$ cat config.mk
export PLATFORM = sky130hd
export DESIGN_NAME = updown_cmp_timer
export DESIGN_NICKNAME = d
export VERILOG_FILES = /design/src/rtl/tmr_pkg.sv /design/src/rtl/tmr_regs.sv /design/src/rtl/tmr_core.sv /design/src/rtl/tmr_flag.sv /design/src/rtl/updown_cmp_timer.sv
export SDC_FILE = /design/constraint.sdc
export NUM_CORES = 1
export LEC_CHECK = 0
export BUFFER_PORTS_ARGS = -buffer_cell sky130_fd_sc_hd__buf_2
export CORE_MARGIN = 1
export CORE_UTILIZATION = 25
export CTS_CLUSTER_SIZE = 8
export DETAILED_ROUTE_END_ITERATION = 16
export PLACE_DENSITY_LB_ADDON = 0.08
export SYNTH_ARGS = -nofsm -noshare
export SYNTH_HDL_FRONTEND = slang
export SYNTH_SLANG_ARGS = --single-unit
$ cat constraint.sdc
create_clock -name clk -period 6.35 [get_ports clk]
set_input_delay 0.635 -clock clk [delete_from_list [all_inputs] [get_ports clk]]
set_output_delay 0.635 -clock clk [all_outputs]
set_load 0.005 [all_outputs]
$ cat src/rtl/tmr_pkg.sv
package tmr_pkg;
    // control byte bit positions
    localparam int CTL_EN  = 0;
    localparam int CTL_CLR = 1;
    localparam int CTL_LD  = 2;
    localparam int CTL_UP  = 3;
    // match-action byte bit positions
    localparam int ACT_RELOAD = 0;
    localparam int ACT_ZERO   = 1;
    // fixed addresses; value lanes follow
    localparam int ADR_CTL = 0;
    localparam int ADR_ACT = 1;
    localparam int ADR_LD0 = 2;
endpackage

$ cat src/rtl/tmr_regs.sv
module tmr_regs
    import tmr_pkg::*;
#(
    parameter int CNT_W  = 24,
    parameter int BYTE_W = 8,
    parameter int ADDR_W = 3
) (
    input  logic              clk,
    input  logic              rst_n,
    input  logic              wr_en_i,
    input  logic [ADDR_W-1:0] wr_addr_i,
    input  logic [BYTE_W-1:0] wr_data_i,
    output logic              en_o,
    output logic              up_o,
    output logic              reload_o,
    output logic              zero_o,
    output logic [CNT_W-1:0]  ld_val_o,
    output logic [CNT_W-1:0]  cmp_val_o,
    output logic              ctl_wr_o,
    output logic              ctl_clr_o,
    output logic              ctl_ld_o
);
    localparam int NLANE   = CNT_W / BYTE_W;
    localparam int CMP_LD0 = ADR_LD0 + NLANE;

    typedef struct packed {
        logic             en;
        logic             up;
        logic             reload;
        logic             zero;
        logic [CNT_W-1:0] ld;
        logic [CNT_W-1:0] cmp;
    } regs_t;

    regs_t r_d, r_q;

    logic ctl_hit;
    assign ctl_hit = wr_en_i && (wr_addr_i == ADDR_W'(ADR_CTL));

    always_comb begin
        r_d = r_q;
        if (ctl_hit) begin
            r_d.en = wr_data_i[CTL_EN];
            r_d.up = wr_data_i[CTL_UP];
        end
        if (wr_en_i && (wr_addr_i == ADDR_W'(ADR_ACT))) begin
            r_d.reload = wr_data_i[ACT_RELOAD];
            r_d.zero   = wr_data_i[ACT_ZERO];
        end
        for (int b = 0; b < NLANE; b++) begin
            if (wr_en_i && (wr_addr_i == ADDR_W'(ADR_LD0 + b)))
                r_d.ld[b*BYTE_W +: BYTE_W] = wr_data_i;
            if (wr_en_i && (wr_addr_i == ADDR_W'(CMP_LD0 + b)))
                r_d.cmp[b*BYTE_W +: BYTE_W] = wr_data_i;
        end
    end

    always_ff @(posedge clk or negedge rst_n) begin
        if (!rst_n) r_q <= '0;
        else        r_q <= r_d;
    end

    assign en_o      = r_q.en;
    assign up_o      = r_q.up;
    assign reload_o  = r_q.reload;
    assign zero_o    = r_q.zero;
    assign ld_val_o  = r_q.ld;
    assign cmp_val_o = r_q.cmp;
    assign ctl_wr_o  = ctl_hit;
    assign ctl_clr_o = wr_data_i[CTL_CLR];
    assign ctl_ld_o  = wr_data_i[CTL_LD];

    // a write to the match-action address leaves the compare value alone
    p_act_write_r2: assert property (@(posedge clk) disable iff (!rst_n)
        (wr_en_i && wr_addr_i == ADDR_W'(ADR_ACT)) |=> $stable(cmp_val_o));
endmodule

$ cat src/rtl/tmr_core.sv
module tmr_core #(
    parameter int CNT_W = 24
) (
    input  logic             clk,
    input  logic             rst_n,
    input  logic             tick_i,
    input  logic             en_i,
    input  logic             up_i,
    input  logic             reload_i,
    input  logic             zero_i,
    input  logic [CNT_W-1:0] ld_val_i,
    input  logic [CNT_W-1:0] cmp_val_i,
    input  logic             ctl_wr_i,
    input  logic             ctl_clr_i,
    input  logic             ctl_ld_i,
    output logic [CNT_W-1:0] cnt_o,
    output logic             match_o
);
    typedef struct packed {
        logic [CNT_W-1:0] cnt;
    } core_t;

    core_t c_d, c_q;
    logic [CNT_W-1:0] step;
    logic             hit;
    logic             stepping;

    always_comb begin
        c_d      = c_q;
        hit      = 1'b0;
        stepping = tick_i && en_i && !ctl_wr_i;
        step     = up_i ? c_q.cnt + CNT_W'(1) : c_q.cnt - CNT_W'(1);
        if (ctl_wr_i) begin
            if (ctl_clr_i)     c_d.cnt = '0;
            else if (ctl_ld_i) c_d.cnt = ld_val_i;
        end else if (stepping) begin
            c_d.cnt = step;
            if (step == cmp_val_i) begin
                hit = 1'b1;
                if (reload_i)    c_d.cnt = ld_val_i;
                else if (zero_i) c_d.cnt = '0;
            end
        end
    end

    always_ff @(posedge clk or negedge rst_n) begin
        if (!rst_n) c_q <= '0;
        else        c_q <= c_d;
    end

    assign cnt_o   = c_q.cnt;
    assign match_o = hit;

    p_hold_r5: assert property (@(posedge clk) disable iff (!rst_n)
        (!ctl_wr_i && !(tick_i && en_i)) |=> $stable(cnt_o));
    p_clear_r6: assert property (@(posedge clk) disable iff (!rst_n)
        (ctl_wr_i && ctl_clr_i) |=> (cnt_o == '0));
    p_load_r7: assert property (@(posedge clk) disable iff (!rst_n)
        (ctl_wr_i && !ctl_clr_i && ctl_ld_i) |=> (cnt_o == $past(ld_val_i)));
    p_up_r3: assert property (@(posedge clk) disable iff (!rst_n)
        (!ctl_wr_i && tick_i && en_i && up_i && !match_o)
        |=> (cnt_o == CNT_W'($past(cnt_o) + CNT_W'(1))));
    p_reload_r9: assert property (@(posedge clk) disable iff (!rst_n)
        (match_o && reload_i) |=> (cnt_o == $past(ld_val_i)));
endmodule

$ cat src/rtl/tmr_flag.sv
module tmr_flag (
    input  logic clk,
    input  logic rst_n,
    input  logic match_i,
    input  logic stat_rd_i,
    output logic eq_o,
    output logic irq_o
);
    typedef struct packed {
        logic eq;
        logic irq;
    } flag_t;

    flag_t f_d, f_q;

    always_comb begin
        f_d     = f_q;
        f_d.irq = match_i;
        if (match_i)        f_d.eq = 1'b1;
        else if (stat_rd_i) f_d.eq = 1'b0;
    end

    always_ff @(posedge clk or negedge rst_n) begin
        if (!rst_n) f_q <= '0;
        else        f_q <= f_d;
    end

    assign eq_o  = f_q.eq;
    assign irq_o = f_q.irq;

    p_irq_flag_r8: assert property (@(posedge clk) disable iff (!rst_n)
        irq_o |-> eq_o);
    p_match_sets_r8: assert property (@(posedge clk) disable iff (!rst_n)
        match_i |=> (irq_o && eq_o));
    p_rd_clears_r12: assert property (@(posedge clk) disable iff (!rst_n)
        (stat_rd_i && !match_i) |=> !eq_o);
endmodule

$ cat src/rtl/updown_cmp_timer.sv
module updown_cmp_timer #(
    parameter int CNT_W  = 24,
    parameter int BYTE_W = 8
) (
    input  logic                                     clk,
    input  logic                                     rst_n,
    input  logic                                     tick_i,
    input  logic                                     wr_en_i,
    input  logic [$clog2(2+2*(CNT_W/BYTE_W))-1:0]    wr_addr_i,
    input  logic [BYTE_W-1:0]                        wr_data_i,
    input  logic                                     stat_rd_i,
    output logic [CNT_W-1:0]                         count_o,
    output logic                                     eq_o,
    output logic                                     irq_o
);
    localparam int NLANE  = CNT_W / BYTE_W;
    localparam int ADDR_W = $clog2(2 + 2*NLANE);

    logic             en, up, reload, zero;
    logic [CNT_W-1:0] ld_val, cmp_val;
    logic             ctl_wr, ctl_clr, ctl_ld;
    logic             match;
    logic             unused_hi;

    assign unused_hi = ^wr_data_i[BYTE_W-1:4];

    tmr_regs #(.CNT_W(CNT_W), .BYTE_W(BYTE_W), .ADDR_W(ADDR_W)) u_regs (
        .clk(clk), .rst_n(rst_n),
        .wr_en_i(wr_en_i), .wr_addr_i(wr_addr_i), .wr_data_i(wr_data_i),
        .en_o(en), .up_o(up), .reload_o(reload), .zero_o(zero),
        .ld_val_o(ld_val), .cmp_val_o(cmp_val),
        .ctl_wr_o(ctl_wr), .ctl_clr_o(ctl_clr), .ctl_ld_o(ctl_ld)
    );

    tmr_core #(.CNT_W(CNT_W)) u_core (
        .clk(clk), .rst_n(rst_n), .tick_i(tick_i),
        .en_i(en), .up_i(up), .reload_i(reload), .zero_i(zero),
        .ld_val_i(ld_val), .cmp_val_i(cmp_val),
        .ctl_wr_i(ctl_wr), .ctl_clr_i(ctl_clr), .ctl_ld_i(ctl_ld),
        .cnt_o(count_o), .match_o(match)
    );

    tmr_flag u_flag (
        .clk(clk), .rst_n(rst_n), .match_i(match), .stat_rd_i(stat_rd_i),
        .eq_o(eq_o), .irq_o(irq_o)
    );

    // a control write never produces a match in that cycle
    p_ctl_no_match_r13: assert property (@(posedge clk) disable iff (!rst_n)
        ctl_wr |-> !match);
endmodule

==> results of run 1 <==
[worst paths after layout]
| kind | endpoint | cells past startpoint |
|---|---|---|
| worst max-delay path | u_core.cnt_o[22]$_DFFE_PN0P_ | 12 |
| worst min-delay path | u_regs.ld_val_o[2]$_DFFE_PN0P_ | 1 |
| worst max register to register | u_core.cnt_o[22]$_DFFE_PN0P_ | 12 |
| worst min register to register | u_regs.en_o$_DFFE_PN0P_ | 2 |
| max in group asynchronous | u_regs.ld_val_o[22]$_DFFE_PN0P_ | 2 |
| min in group clk | u_regs.en_o$_DFFE_PN0P_ | 2 |
[worst reg2reg max path, stage by stage, from the launching register on]
cell and delay [ps]:
dfrtp_1 410, inv_1 610, ha_1 480, a21oi_2 320, o211ai_1 190, and4bb_1 310, o21a_1 200, a211oi_1 530
xnor2_1 260, nand4b_1 240, nor2_1 310, a31o_2 600, a311o_1 270
[sequential cells by signal, summed over array words and instances, names as in the netlist]
| signal | cells |
|---|---|
| u_regs.reload_o | 1 |
| u_regs.cmp_val_o | 24 |
| u_regs.ld_val_o | 24 |
| u_flag.eq_o | 1 |
| u_regs.en_o | 1 |
| u_regs.zero_o | 1 |
| u_core.cnt_o | 24 |
| u_regs.up_o | 1 |
| u_flag.irq_o | 1 |
[per-stage QoR]
stage,instances,util (%),power [W],hold WS [ps]
after floorplan,578,-,0.00228,339
after global placement,872,28.1,0.00294,462
after detailed placement,872,28.1,0.00293,464
after CTS,888,29.6,0.00353,164
after global routing,888,29.6,0.00380,173
final,888,29.6,0.00352,165
[report_power, final]
| part | total, W | switching, W | leakage, nW | internal, W |
|---|---|---|---|---|
| clock network | 0.000580 | 0.000204 | 0.166 | 0.000376 |
| logic | 0.00212 | 0.00123 | 1.57 | 0.000890 |
| registers | 0.000812 | 0.000173 | 0.925 | 0.000639 |
[area by class of cell]
| cell class | count | share of cell area (%) |
|---|---|---|
| multi-input combinational | 468 | 54.1 |
| sequential | 78 | 30.9 |
| tap | 275 | 5.46 |
| clock buffer | 13 | 4.28 |
| timing repair buffer | 46 | 3.89 |
| clock inverter | 3 | 1.03 |
| inverter | 5 | 0.298 |
[synth_stat cells, types with 3 or more instances]
cell,n,share of area [%]
xnor2_1,21,3.3
o211ai_1,7,0.96
buf_2,6,0.55
a21o_1,4,0.55
xor3_1,3,1.3
o21ai_1,11,1.0
xnor3_1,6,2.5
clkbuf_1,17,1.2
nand2_1,76,5.2
and3_1,3,0.34
o21a_1,5,0.68
o21ai_0,39,3.5
o31a_1,3,0.48
o31ai_1,8,1.1
a211oi_1,7,0.96
or2_2,6,0.68
a31o_1,17,2.7
nor2b_1,5,0.57
a31o_2,5,0.80
nand4b_1,4,0.64
nor2_1,34,2.3
inv_1,4,0.27
xor2_1,16,2.5
nor4_1,4,0.45
nor3b_1,5,0.68
a21oi_1,42,3.8
mux2_2,46,9.4
dfrtp_1,78,35
nand4_1,7,0.80
ha_1,22,5.0
nor3_1,10,0.91
[cells by family (layout without fill, tap and decap cells)]
| family | after synthesis | count (layout) | share of synthesized area [%] |
|---|---|---|---|
| fa+ha+maj | 23 | 23 | 5.37 |
| buf+inv | 32 | 67 | 2.59 |
| flops | 78 | 78 | 35.5 |
| mux | 46 | 46 | 9.42 |
| xor+xnor | 46 | 46 | 9.65 |
| simple gates | 175 | 175 | 15.8 |
| compound gates | 178 | 178 | 21.6 |
[per-layer routing]
| metal | track usage [%] | vias up | share of wire (%) |
|---|---|---|---|
| li1 | - | 2215 | - |
| met1 | 26.3 | 2299 | 52 |
| met2 | 26.1 | 81 | 44 |
| met3 | 2.03 | 9 | 3.1 |
| met4 | 3.89 | 0 | 0.89 |
| met5 | 0 | - | 0 |
==> impl_metrics.yaml, run 1 <==
clocking:
  cts_sinks: 78
  cts_made_buffers: 9
  clockRootBuffer: "clkbuf_16"
  cts_buffer_depth: 2
  cts_hold_buf: 0
  tritoncts: "done"
  cts.reportedPaths.clkPinSlew_ps: 60
  clock_latency_ps: 330
  post_cts_resized: 0
  htree_levels: 3
  cts_setup_buffers: 0
drt:
  wire_per_inst_um: 20.9
  routed_wl_um: 18600
  drt_first_pass_iters: 4
  drtAntennaViolNets: 0
  vias: 4604
  drtIter0Drc: 240
  vias_per_cell: 5.18
  drcViolationCount: 0
worst_setup_path:
  crit_type: "flip-flop to flip-flop"
  reg2reg_from: "u_regs.up_o$_DFFE_PN0P_"
  crit_slowest_cell: "inv_1"
  reg2reg_slack_ps: 1570
  required_ps: 6620
  critPathLaunch: "u_regs.up_o$_DFFE_PN0P_"
  arrival_ps: 5050
  cp_max_fo: 23
  critPathBufInv: 1
  cp-start-kind: "flip-flop"
  crit_family: "compound AO/OA/AOI/OAI gates"
  cp_cell_sequence: "inv_1, ha_1, a21oi_2, o211ai_1, and4bb_1, o21a_1, a211oi_1, xnor2_1, nand4b_1, nor2_1, a31o_2, a311o_1"
  endpoint_kind: "flip-flop"
  max_stage_delay_ps: 610
place:
  dpl_cell_area_um2: 5970
  preCtsSetupSlack_ps: 1510
  dp_hpwl_um: 13900
  port_buffers: 41
  gp_congestion: 0.801
power:
  power_density_nw_per_um2: 557
  power.leakage_nw: 2.66
  vdd_drop_max_mv: 0.156
logic_synthesis:
  synth_ff_type: "dfrtp_1"
  yosys_warnings: 0
  synth.net_count: 617
  netlist_area_um2: 5500
  synthArstFlopShare_pct: 100
  synth.distinct_cells: 72
  netlist_instances: 578
  yosysSeqAreaShare_pct: 35.5
  synth_seq_cells: 78
  avgSynthCellArea_um2: 9.51
  synth_edf_count: 0
layout:
  layout_commonest_cell: "dfrtp_1"
  num_antenna_cells: 0
  fin_area_um2: 6310
  layout-drive-gt1-share_pct: 21.5
  fin_nets: 647
  syn2layout_area_growth_pct: 14.7
  multi_input_area_um2: 3410
  seqCellArea_um2: 1950
  final_cell_mix: "dfrtp_1, nand2_1, mux2_2, a21oi_1, buf_2"
  nFillCells: 2240
timing:
  final-hold-violation-count: 0
  fin_crit_sh_pct: 75.2
  setup_violations: 0
  final_max_slew_viol_count: 0
  skew_ps: 5.47
  fin_ws_ps: 1570
  fmax_mhz: 209
  slew_headroom_pct: 29.9
  worst_pin_slew_ps: 1050
  rsz0062_at_grt: "false"
  fin_crit_ps: 4780
  tns_ps: 0
grt:
  grt_start_max_net_pins: 63
  grt_pass1_vias: 4457
  grtUsageTotal_pct: 17.4
  antenna_found_initial: 0
  overflow: 0
  grt_pass1_wl_um: 28500
floorplan:
  die_h_um: 150
  fp-row-count: 53
  dieArea_um2: 22600
  initial_utilization_pct: 25.8
  io_pins: 42
  die_w_um: 150
  coreArea_um2: 21300
run:
  max-cap-violations: 0
worst_hold_path:
  holdCritPathClass: "input port to async pin"
outcome:
  outcome: "complete, no violations"
Power figures use the tool's default switching activity.
==> run 2, diff against run 1 <==
--- a/config.mk
+++ b/config.mk
@@ -5,6 +5,7 @@
 export SDC_FILE = /design/constraint.sdc
 export NUM_CORES = 1
 export LEC_CHECK = 0
+export ABC_AREA = 1
 export BUFFER_PORTS_ARGS = -buffer_cell sky130_fd_sc_hd__buf_2
 export CORE_MARGIN = 1
 export CORE_UTILIZATION = 25
==> constraint.sdc (replaced) <==
create_clock -name clk -period 4.2 [get_ports clk]
set_input_delay 0.42 -clock clk [delete_from_list [all_inputs] [get_ports clk]]
set_output_delay 0.42 -clock clk [all_outputs]
set_load 0.005 [all_outputs]
==> impl_metrics.yaml, run 2 <==
drt:
  wire_per_inst_um: 17.1
  vias_per_cell: 4.53
  drtIter0Drc: 336
  vias: 6016
  routed_wl_um: 22700
  drtAntennaViolNets: 0
  drt_first_pass_iters: 5
  drcViolationCount: 0
power:
  power_w: 0.00589
  power_density_nw_per_um2: 831
  vdd_drop_max_mv: 0.188
  power.leakage_nw: 3.81
place:
  port_buffers: 41
  dp_hpwl_um: 18000
  place_inst: 1311
  gp_congestion: 0.856
logic_synthesis:
  netlist_area_um2: 6210
  synth_ff_type: "dfrtp_1"
  synthTopCellsByArea: "dfrtp_1, nand2_1, inv_1, nand3_1, o21ai_0"
  netlist_instances: 961
  yosysTopAreaCellShare_pct: 31.5
  yosys.cell_count.top_type: "nand2_1"
  synth.distinct_cells: 36
  synth_edf_count: 0
  yosys_warnings: 0
  avgSynthCellArea_um2: 6.46
  yosysTopAreaCell: "dfrtp_1"
  synth.net_count: 1000
  synthTopCellsByCount: "nand2_1, inv_1, nand3_1, dfrtp_1, nor2_1"
  yosysSeqAreaShare_pct: 31.5
  synthArstFlopShare_pct: 100
  synth_seq_cells: 78
clocking:
  clockRootBuffer: "clkbuf_16"
  clock_latency_ps: 340
  cts_made_buffers: 9
  cts_setup_buffers: 0
  post_cts_resized: 0
  cts.reportedPaths.clkPinSlew_ps: 70
  cts_buffer_depth: 2
  htree_levels: 3
  cts_sinks: 78
  cts_hold_buf: 0
  tritoncts: "done"
floorplan:
  io_pins: 42
  initial_utilization_pct: 25.5
  coreArea_um2: 24300
  fp-row-count: 57
  die_h_um: 160
  die_w_um: 160
  dieArea_um2: 25500
worst_setup_path:
  cp-start-kind: "flip-flop"
  arrival_ps: 3740
  required_ps: 4410
  cp_max_fo: 25
  endpoint_kind: "flip-flop"
  crit_type: "flip-flop to flip-flop"
timing:
  skew_ps: 12.3
  rsz0062_at_grt: "false"
  setup_violations: 0
  final_max_slew_viol_count: 0
  final-hold-violation-count: 0
  fin_crit_ps: 3530
  fmax_mhz: 283
  fin_crit_sh_pct: 84.1
  slew_headroom_pct: 21.8
  worst_pin_slew_ps: 1170
  tns_ps: 0
layout:
  fin_nets: 1037
  seqCellArea_um2: 1950
  final_cell_mix: "nand2_1, inv_1, nand3_1, dfrtp_1, nor2_1"
  syn2layout_area_growth_pct: 14.2
  layout_commonest_cell: "nand2_1"
  multi_input_area_um2: 3640
  final_util_pct: 29.1
  num_antenna_cells: 0
  final_cells: 1327
  nFillCells: 2772
  layout-drive-gt1-share_pct: 11.1
worst_hold_path:
  holdCritPathClass: "input port to async pin"
outcome:
  outcome: "complete, no violations"
run:
  max-cap-violations: 0
grt:
  grt_pass1_wl_um: 35900
  antenna_found_initial: 0
  grt_start_max_net_pins: 48
  grt_pass1_vias: 5934
  grtUsageTotal_pct: 18.4
  overflow: 0
## run 2: layout make-up
class,count,share of cell area (%)
multi-input combinational,730,51.4
tap,324,5.72
sequential,78,27.5
inverter,126,6.67
clock inverter,3,0.600
timing repair buffer,53,4.38
clock buffer,13,3.67
## run 2: worst paths after layout
path                                          from                          endpoint  slack [ps]  cells after the start
min in group clk                         stat_rd_i           u_flag.eq_o$_DFFE_PN0P_         280                      2
hold reg to reg            u_regs.en_o$_DFFE_PN0P_           u_regs.en_o$_DFFE_PN0P_         490                      2
setup reg to reg           u_regs.up_o$_DFFE_PN0P_       u_core.cnt_o[4]$_DFFE_PN0P_         670                     22
hold / removal                               rst_n  u_regs.cmp_val_o[22]$_DFFE_PN0P_         110                      1
setup / recovery           u_regs.up_o$_DFFE_PN0P_       u_core.cnt_o[4]$_DFFE_PN0P_         670                     22
max in group asynchronous                    rst_n       u_core.cnt_o[1]$_DFFE_PN0P_        3200                      2
## run 2: layer usage
metal | GRT usage, % | part of all wire [%] | vias to the layer above
li1 | - | - | 3150
met2 | 28.4 | 44 | 95
met1 | 27.8 | 53 | 2762
met4 | 3.80 | 0.87 | 0
met3 | 1.35 | 2.6 | 9
met5 | 0 | 0 | -
## run 2: power breakdown
group / leakage [nW] / switching, W / internal (W) / total (W)
clock network: 0.146 / 0.000315 / 0.000493 / 0.000808
logic: 2.72 / 0.00250 / 0.00135 / 0.00384
registers: 0.944 / 0.000279 / 0.000961 / 0.00124
total: 3.81 / 0.00309 / 0.00280 / 0.00589
## run 2: cell families (layout without fill, tap and decap cells)
logic type | count (synthesis) | after routing | share of synthesized area [%]
AND/OR/NAND/NOR | 550 | 550 | 37.4
buffers and inverters | 153 | 195 | 9.96
AO/OA/AOI/OAI | 141 | 141 | 13.4
flip-flops | 78 | 78 | 31.5
adder cells (fa/ha/maj) | 23 | 23 | 4.76
XOR/XNOR | 16 | 16 | 2.98
## run 2: critical path, cell delays in order (launching register included)
cell	delay [ps]
dfrtp_1	420
inv_1	50
buf_4	220
ha_1	450
nand2_1	80
nand2_1	90
inv_1	40
nand2_1	190
nand2_1	100
nand2_1	100
nand3_1	130
nand3_1	140
nand2_1	110
nand2_1	90
nand2_1	80
nor2_1	110
nand2_1	90
nor2_4	300
nand2_4	280
nand2_1	120
nand2_1	50
nand2_1	60
a21oi_2	60
## run 2: per-stage QoR
step                instance area, um2  hold WS (ps)  setup WS (ps)
finish                            7090           114            670
global route                      7090           159            213
CTS                               7090           137            628
detailed placement                6780           479            657
global placement                  6780           486            692
floorplan                         6210           124           1170
